--- src/rtl/scrx_pkg.sv ---
package scrx_pkg;
    // Transfer phase within one chip-select window
    typedef enum logic [1:0] {
        PH_WRITE   = 2'd0,
        PH_RD_LEAD = 2'd1,
        PH_RD_OUT  = 2'd2
    } phase_t;
endpackage

--- src/rtl/scrx_sync.sv ---
// Multi-stage synchronizer for a bundle of asynchronous pins.
// Assumes every bit is independent; no bus coherency is implied.
module scrx_sync #(
    parameter int              W       = 1,
    parameter int              STAGES  = 2,
    parameter logic [W-1:0]    RST_VAL = '0
) (
    input  logic         clk,
    input  logic         rst_n,
    input  logic [W-1:0] d_i,
    output logic [W-1:0] q_o
);
    logic [STAGES-1:0][W-1:0] stg;

    for (genvar g = 0; g < STAGES; g++) begin : g_stage
        if (g == 0) begin : g_first
            // first capture flop of the chain
            always_ff @(posedge clk) begin
                if (!rst_n) stg[g] <= RST_VAL;
                else        stg[g] <= d_i;
            end
        end else begin : g_next
            // later flops settle metastability
            always_ff @(posedge clk) begin
                if (!rst_n) stg[g] <= RST_VAL;
                else        stg[g] <= stg[g-1];
            end
        end
    end

    assign q_o = stg[STAGES-1];
endmodule

--- src/rtl/scrx_edge.sv ---
// Rise/fall detector for an already synchronized level.
// Assumes the level is held at least one cycle between changes.
module scrx_edge #(
    parameter logic RST_VAL = 1'b0
) (
    input  logic clk,
    input  logic rst_n,
    input  logic lvl_i,
    output logic rise_o,
    output logic fall_o
);
    logic prev;

    // remember last cycle's level
    always_ff @(posedge clk) begin
        if (!rst_n) prev <= RST_VAL;
        else        prev <= lvl_i;
    end

    assign rise_o = lvl_i & ~prev;
    assign fall_o = ~lvl_i & prev;
endmodule

--- src/rtl/scrx_frame_rx.sv ---
// Assembles 8-bit or 9-bit frames from sampled bits, MSB first.
// Assumes bit_stb_i is only raised while the bus is selected and idle
// from read-back; restart_i drops any partial frame.
module scrx_frame_rx #(
    parameter int DATA_W = 8
) (
    input  logic              clk,
    input  logic              rst_n,
    input  logic              three_wire_i,
    input  logic              restart_i,
    input  logic              bit_stb_i,
    input  logic              bit_val_i,
    input  logic              dc_pin_i,
    output logic [DATA_W-1:0] byte_o,
    output logic              is_data_o,
    output logic              valid_o
);
    localparam int               CNT_W   = $clog2(DATA_W + 2);
    localparam logic [CNT_W-1:0] LAST_4W = CNT_W'(DATA_W - 1);
    localparam logic [CNT_W-1:0] LAST_3W = CNT_W'(DATA_W);

    logic [CNT_W-1:0]  cnt;
    logic [DATA_W-1:0] sh;
    logic              flag_bit;
    logic [CNT_W-1:0]  last_idx;

    assign last_idx = three_wire_i ? LAST_3W : LAST_4W;

    // bit counter, shifter and byte hand-off
    always_ff @(posedge clk) begin
        if (!rst_n) begin
            cnt       <= '0;
            sh        <= '0;
            flag_bit  <= 1'b0;
            byte_o    <= '0;
            is_data_o <= 1'b0;
            valid_o   <= 1'b0;
        end else begin
            valid_o <= 1'b0;
            if (restart_i) begin
                cnt <= '0;
            end else if (bit_stb_i) begin
                if (cnt == last_idx) begin
                    cnt       <= '0;
                    valid_o   <= 1'b1;
                    byte_o    <= {sh[DATA_W-2:0], bit_val_i};
                    is_data_o <= three_wire_i ? flag_bit : dc_pin_i;
                end else begin
                    cnt <= cnt + 1'b1;
                    if (three_wire_i && cnt == '0) flag_bit <= bit_val_i;
                    else                           sh <= {sh[DATA_W-2:0], bit_val_i};
                end
            end
        end
    end

    // a strobe never lasts two cycles
    p_valid_pulse_r3: assert property (@(posedge clk) disable iff (!rst_n)
        valid_o |=> !valid_o);
endmodule

--- src/rtl/scrx_rd_tx.sv ---
// Read-back shifter: takes a byte from the source at each byte start and
// moves one bit onto the pad per emit strobe, MSB first.
// Assumes emit_stb_i is one cycle per falling serial clock edge.
module scrx_rd_tx #(
    parameter int DATA_W = 8
) (
    input  logic              clk,
    input  logic              rst_n,
    input  logic              clear_i,
    input  logic              emit_stb_i,
    input  logic [DATA_W-1:0] data_i,
    output logic              dout_o,
    output logic              doe_o,
    output logic              load_o
);
    localparam int               IDX_W    = (DATA_W > 2) ? $clog2(DATA_W) : 1;
    localparam logic [IDX_W-1:0] IDX_LAST = IDX_W'(DATA_W - 1);

    logic [DATA_W-1:0] sh;
    logic [IDX_W-1:0]  idx;

    // bit emission, byte prefetch and pad enable
    always_ff @(posedge clk) begin
        if (!rst_n) begin
            sh     <= '0;
            idx    <= '0;
            dout_o <= 1'b0;
            doe_o  <= 1'b0;
            load_o <= 1'b0;
        end else begin
            load_o <= 1'b0;
            if (clear_i) begin
                idx   <= '0;
                doe_o <= 1'b0;
            end else if (emit_stb_i) begin
                doe_o <= 1'b1;
                if (idx == '0) begin
                    dout_o <= data_i[DATA_W-1];
                    sh     <= {data_i[DATA_W-2:0], 1'b0};
                    load_o <= 1'b1;
                end else begin
                    dout_o <= sh[DATA_W-1];
                    sh     <= {sh[DATA_W-2:0], 1'b0};
                end
                idx <= (idx == IDX_LAST) ? '0 : idx + 1'b1;
            end
        end
    end

    // pad released one cycle after the deselect level
    p_oe_clear_r9: assert property (@(posedge clk) disable iff (!rst_n)
        clear_i |=> !doe_o);
    // a byte is only taken while driving the pad
    p_load_oe_r8: assert property (@(posedge clk) disable iff (!rst_n)
        load_o |-> doe_o);
    // output bit only moves on an emit strobe
    p_dout_hold_r8: assert property (@(posedge clk) disable iff (!rst_n)
        !emit_stb_i |=> $stable(dout_o));
endmodule

--- src/rtl/serial_cmd_rx.sv ---
// Dual-framing serial command receiver with register read-back.
// Assumes clk runs at least four times the serial clock so that every
// serial clock level lasts two or more clk cycles after synchronizing.
module serial_cmd_rx
    import scrx_pkg::*;
#(
    parameter int DATA_W      = 8,
    parameter int SYNC_STAGES = 2
) (
    input  logic              clk,
    input  logic              rst_n,
    input  logic              mode_3w_i,
    input  logic              ser_clk_i,
    input  logic              ser_cs_n_i,
    input  logic              ser_dc_i,
    input  logic              ser_din_i,
    input  logic              cmd_is_read_i,
    input  logic [DATA_W-1:0] rd_data_i,
    output logic              ser_dout_o,
    output logic              ser_doe_o,
    output logic [DATA_W-1:0] rx_byte_o,
    output logic              rx_is_data_o,
    output logic              rx_valid_o,
    output logic              rd_load_o
);
    localparam int          PIN_N   = 4;
    localparam logic [3:0]  PIN_RST = 4'b1000;

    logic [PIN_N-1:0] pins_raw, pins_s;
    logic cs_s, sclk_s, din_s, dc_s;
    logic sclk_rise, sclk_fall, cs_rise, cs_fall;
    phase_t ph;
    logic bit_stb, emit_stb, restart;

    assign pins_raw = {ser_cs_n_i, ser_clk_i, ser_din_i, ser_dc_i};

    scrx_sync #(.W(PIN_N), .STAGES(SYNC_STAGES), .RST_VAL(PIN_RST)) i_sync (
        .clk(clk), .rst_n(rst_n), .d_i(pins_raw), .q_o(pins_s));

    assign {cs_s, sclk_s, din_s, dc_s} = pins_s;

    scrx_edge #(.RST_VAL(1'b0)) i_sclk_edge (
        .clk(clk), .rst_n(rst_n), .lvl_i(sclk_s),
        .rise_o(sclk_rise), .fall_o(sclk_fall));

    scrx_edge #(.RST_VAL(1'b1)) i_cs_edge (
        .clk(clk), .rst_n(rst_n), .lvl_i(cs_s),
        .rise_o(cs_rise), .fall_o(cs_fall));

    // transfer phase: collecting, read lead-in, or shifting out
    always_ff @(posedge clk) begin
        if (!rst_n) begin
            ph <= PH_WRITE;
        end else if (cs_s) begin
            ph <= PH_WRITE;
        end else begin
            case (ph)
                PH_WRITE:
                    if (rx_valid_o && !rx_is_data_o && cmd_is_read_i)
                        ph <= mode_3w_i ? PH_RD_LEAD : PH_RD_OUT;
                PH_RD_LEAD:
                    if (sclk_rise) ph <= PH_RD_OUT;
                default: ;
            endcase
        end
    end

    assign restart  = cs_rise | cs_fall;
    assign bit_stb  = sclk_rise & ~cs_s & (ph == PH_WRITE);
    assign emit_stb = sclk_fall & ~cs_s & (ph == PH_RD_OUT);

    scrx_frame_rx #(.DATA_W(DATA_W)) i_frame (
        .clk(clk), .rst_n(rst_n), .three_wire_i(mode_3w_i),
        .restart_i(restart), .bit_stb_i(bit_stb), .bit_val_i(din_s),
        .dc_pin_i(dc_s), .byte_o(rx_byte_o), .is_data_o(rx_is_data_o),
        .valid_o(rx_valid_o));

    scrx_rd_tx #(.DATA_W(DATA_W)) i_rdtx (
        .clk(clk), .rst_n(rst_n), .clear_i(cs_s), .emit_stb_i(emit_stb),
        .data_i(rd_data_i), .dout_o(ser_dout_o), .doe_o(ser_doe_o),
        .load_o(rd_load_o));

    // no byte leaves the block while read-back owns the bus
    p_quiet_read_r10: assert property (@(posedge clk) disable iff (!rst_n)
        (ph != PH_WRITE) |-> !rx_valid_o);
endmodule

--- config.mk ---
export PLATFORM = sky130hd
export DESIGN_NAME = serial_cmd_rx
export DESIGN_NICKNAME = d
export VERILOG_FILES = /design/src/rtl/scrx_pkg.sv /design/src/rtl/scrx_sync.sv /design/src/rtl/scrx_edge.sv /design/src/rtl/scrx_frame_rx.sv /design/src/rtl/scrx_rd_tx.sv /design/src/rtl/serial_cmd_rx.sv
export SDC_FILE = /design/constraint.sdc
export NUM_CORES = 1
export LEC_CHECK = 0
export BUFFER_PORTS_ARGS = -buffer_cell sky130_fd_sc_hd__buf_4
export CORE_ASPECT_RATIO = 1.5
export CORE_MARGIN = 3
export CORE_UTILIZATION = 51
export CTS_CLUSTER_SIZE = 12
export DETAILED_ROUTE_END_ITERATION = 8
export MAX_ROUTING_LAYER = met4
export PLACE_DENSITY = 0.75
export SLEW_MARGIN = 10
export SYNTH_ARGS = -nofsm -noshare
export SYNTH_HDL_FRONTEND = slang
export SYNTH_SLANG_ARGS = --single-unit
export TNS_END_PERCENT = 100
--- constraint.sdc ---
create_clock -name clk -period 2.7 [get_ports clk]
set_input_delay 0.675 -clock clk [delete_from_list [all_inputs] [get_ports clk]]
set_output_delay 0.675 -clock clk [all_outputs]
set_load 0.02 [all_outputs]
==> impl_metrics.ini <==
[worst_setup_path]
r2r_end = i_frame.sh[5]
critical_path.startpoint_type = flip-flop
r2r_setup_slack_ps = 470
length_in_cells_of_the_worst_reg_to_reg_path = 4
cp-end-kind = flip-flop
worst_setup_path_endpoint = i_frame.sh[5]
critical_path.reg2reg.startpoint = ph[1]
worst_ep_required_time_ps = 2920
timing.setup.critical_path_class = reg -> reg
crit_path_max_fanout = 7
worstSetupStartpoint = ph[1]
worst-endpoint-arrival_ps = 2450

[yosys]
synth_ff_type = sky130_fd_sc_hd__dfxtp_1
seq_area_frac_synth = 0.488
ys_seq_elements = 47
synth-async-reset-ratio = 0
postSynthNetCount = 214
synth_cells = 193
yosys_synthesis_warning_count = 0
synth_cell_type_count = 35
synthesis.area_per_instance_um2 = 9.98
synth-edff-count = 0
post_synth_instance_area_mm2 = 0.00193

[cells_and_area]
finalNonFillerCells = 263
final_layout_size_suffix_gt1_frac = 0.204
area_growth_pct = 16.7
fin_util = 0.640
layout.cells.most_common_list = sky130_fd_sc_hd__dfxtp_1, sky130_fd_sc_hd__nand2_1, sky130_fd_sc_hd__buf_4, sky130_fd_sc_hd__mux2i_1, sky130_fd_sc_hd__a21oi_1
antenna_cells = 0
final_nets = 241
mostFrequentLayoutCell = sky130_fd_sc_hd__dfxtp_1

[placed_design]
port_buffers = 28
placed_cells_incl_taps = 255
pre_cts_ws_ps = 332
placed_wire_length_estimate_um = 2590
place_congestion = 0.844

[clock_tree]
root_buffer_selected_by_cts = sky130_fd_sc_hd__clkbuf_8
cts_sinks = 47
cts_resized = 0
postCtsSetupRepairBufs = 0
ctsHoldBuffers = 0
clk_pin_slew_ps = 80
cts_max_level = 2
clkLatencyLatePin_ps = 290
tritoncts = yes
total_clock_buffers_created_by_cts = 5
ctsLongestPathBuffers = 2

[die]
start_util = 0.548
count_of_standard_cell_rows = 26
dieHeight_um = 81.3
die-width_um = 56.2
boundary_pins = 29
die_area_mm2 = 0.00457
floorplan.core_area_mm2 = 0.00351

[global_route]
met3_usage = 0.0509
global_route.peak_usage_layer = met2
wire_length_of_the_first_global_routing_pass_um = 6160
antenna_found_initial = 0
grt_start_max_net_pins = 42
met1_usage_grt = 0.183
vias_in_the_first_global_route = 1455
groute.usage.overall = 0.175
grt_overflow = 0
grtUsageMet2 = 0.306

[sta]
final-setup-viol-count = 0
max_clock_freq_mhz = 448
worst-slew-pin-transition_ps = 631
timing.final.ws_setup_ps = 467
final_period_minus_worst_setup_slack_ps = 2230
min_period_over_period = 0.827
fin_worst_skew_ps = 8.64
rsz_0062_raised_after_global_routing = no
aggregate_negative_setup_slack_ps = 0
worst_slew_margin_relative_to_its_limit = 0.578
hold_violations = 0
slew_viols_final = 0

[route]
ant_nets = 0
drt_pass1_iterations = 5
avgViaCountPerCell = 5.31
routed_wirelength_um = 3500
vias = 1396
detail_route.wl_per_cell_um = 13.3
detailedRoute.firstIterationViolations = 35
drc = 0

[power_and_ir_drop]
p_clk_frac = 0.376
power.switching_uw = 241
power.ir.vdd_worst_v = 0.000391
comb_power_share = 0.037
sw_frac_of_total = 0.201
post-layout-total-power_mw = 1.20
power_density_mw_per_mm2 = 533
p_seq_frac = 0.587
internal_power_uw = 957
static-leakage-power_nw = 0.987

[flow_run]
cap_violations = 0

[worst_hold_path]
timing.hold.worst.class = reg -> reg

[outcome]
status = complete, no violations
state kept, by name, summed over array words and instances, names as in the netlist:
register,count
i_sync.q_o,4
ph,2
i_sclk_edge.prev,1
i_frame.cnt,4
i_rdtx.sh,7
i_rdtx.load_o,1
i_rdtx.dout_o,1
i_sync.stg,4
i_rdtx.doe_o,1
i_cs_edge.prev,1
i_rdtx.idx,3
i_frame.valid_o,1
i_frame.sh,7
i_frame.flag_bit,1
i_frame.is_data_o,1
i_frame.byte_o,8
metrics by stage:
step / hold WS [ps] / area, um^2
floorplan: 386 / 1930
global placement: 392 / 2150
detailed placement: 404 / 2150
CTS: 423 / 2250
global route: 439 / 2250
finish: 416 / 2250
logic make-up (layout without fill, tap and decap cells):
family,after synthesis,in the layout,share of synthesized area
buffers and inverters,15,43,0.0390
multiplexers,25,25,0.131
adder cells (fa/ha/maj),5,5,0.0325
AO/OA/AOI/OAI,22,22,0.0805
flip-flops,47,47,0.488
AND/OR/NAND/NOR,79,79,0.229
cells in the mapped netlist (2+ instances only):
library cell	number	area share
sky130_fd_sc_hd__nand3_1	4	0.010
sky130_fd_sc_hd__a21oi_1	9	0.023
sky130_fd_sc_hd__dfxtp_1	47	0.49
sky130_fd_sc_hd__nand2_1	37	0.072
sky130_fd_sc_hd__inv_1	5	0.0097
sky130_fd_sc_hd__nor2_1	3	0.0058
sky130_fd_sc_hd__and3_1	2	0.0065
sky130_fd_sc_hd__buf_6	2	0.012
sky130_fd_sc_hd__mux2i_1	24	0.12
sky130_fd_sc_hd__nand3b_1	2	0.0078
sky130_fd_sc_hd__and2_1	8	0.026
sky130_fd_sc_hd__a21boi_0	2	0.0078
sky130_fd_sc_hd__ha_1	5	0.032
sky130_fd_sc_hd__and4bb_2	2	0.013
sky130_fd_sc_hd__a31oi_1	2	0.0065
sky130_fd_sc_hd__clkbuf_1	7	0.014
sky130_fd_sc_hd__o211a_1	7	0.036
sky130_fd_sc_hd__nor2b_1	3	0.0097
sky130_fd_sc_hd__nand4b_1	2	0.0091
sky130_fd_sc_hd__nand2b_1	5	0.016
worst min path at each step:
stage	start	endpoint	slack (ps)	cells after the start
2_1_floorplan	i_sync.stg[3]	i_sync.q_o[3]	390	1
3_3_place_gp	i_sync.stg[3]	i_sync.q_o[3]	390	1
3_5_place_dp	i_sync.stg[3]	i_sync.q_o[3]	400	1
4_1_cts	i_sync.stg[3]	i_sync.q_o[3]	420	1
5_1_grt	i_sync.stg[2]	i_sync.q_o[2]	440	1
6_report	i_sync.stg[3]	i_sync.q_o[3]	420	1
per-layer routing:
metal  wire, um  vias to the layer above  part of all wire
met5          0                        -                 0
met4         76                        0             0.022
met3        139                        9             0.040
met2       1800                       33              0.52
met1       1480                      637              0.42
li1           -                      717                 -
power by group through the flow:
stage	registers, mW	logic [mW]	clock network (mW)
after global placement	0.719	0.0434	0
after global routing	0.704	0.0486	0.488
after detailed placement	0.719	0.0447	0
after CTS	0.703	0.0449	0.462
after floorplan	0.718	0.0235	0
final	0.703	0.0444	0.451
worst max-delay path, stage by stage (launching register included):
cell and delay, ps:
sky130_fd_sc_hd__dfxtp_1 370, sky130_fd_sc_hd__or4b_4 560, sky130_fd_sc_hd__or2_0 360, sky130_fd_sc_hd__nor4b_4 610
sky130_fd_sc_hd__mux2i_1 260
area by class of cell:
type	instances	area [um^2]
clock buffer	8	100
fill	285	1260
inverter	5	18.8
multi-input combinational	131	911
sequential	47	941
tap	42	52.6
timing repair buffer	30	225
(Power assumes the default switching activity.)
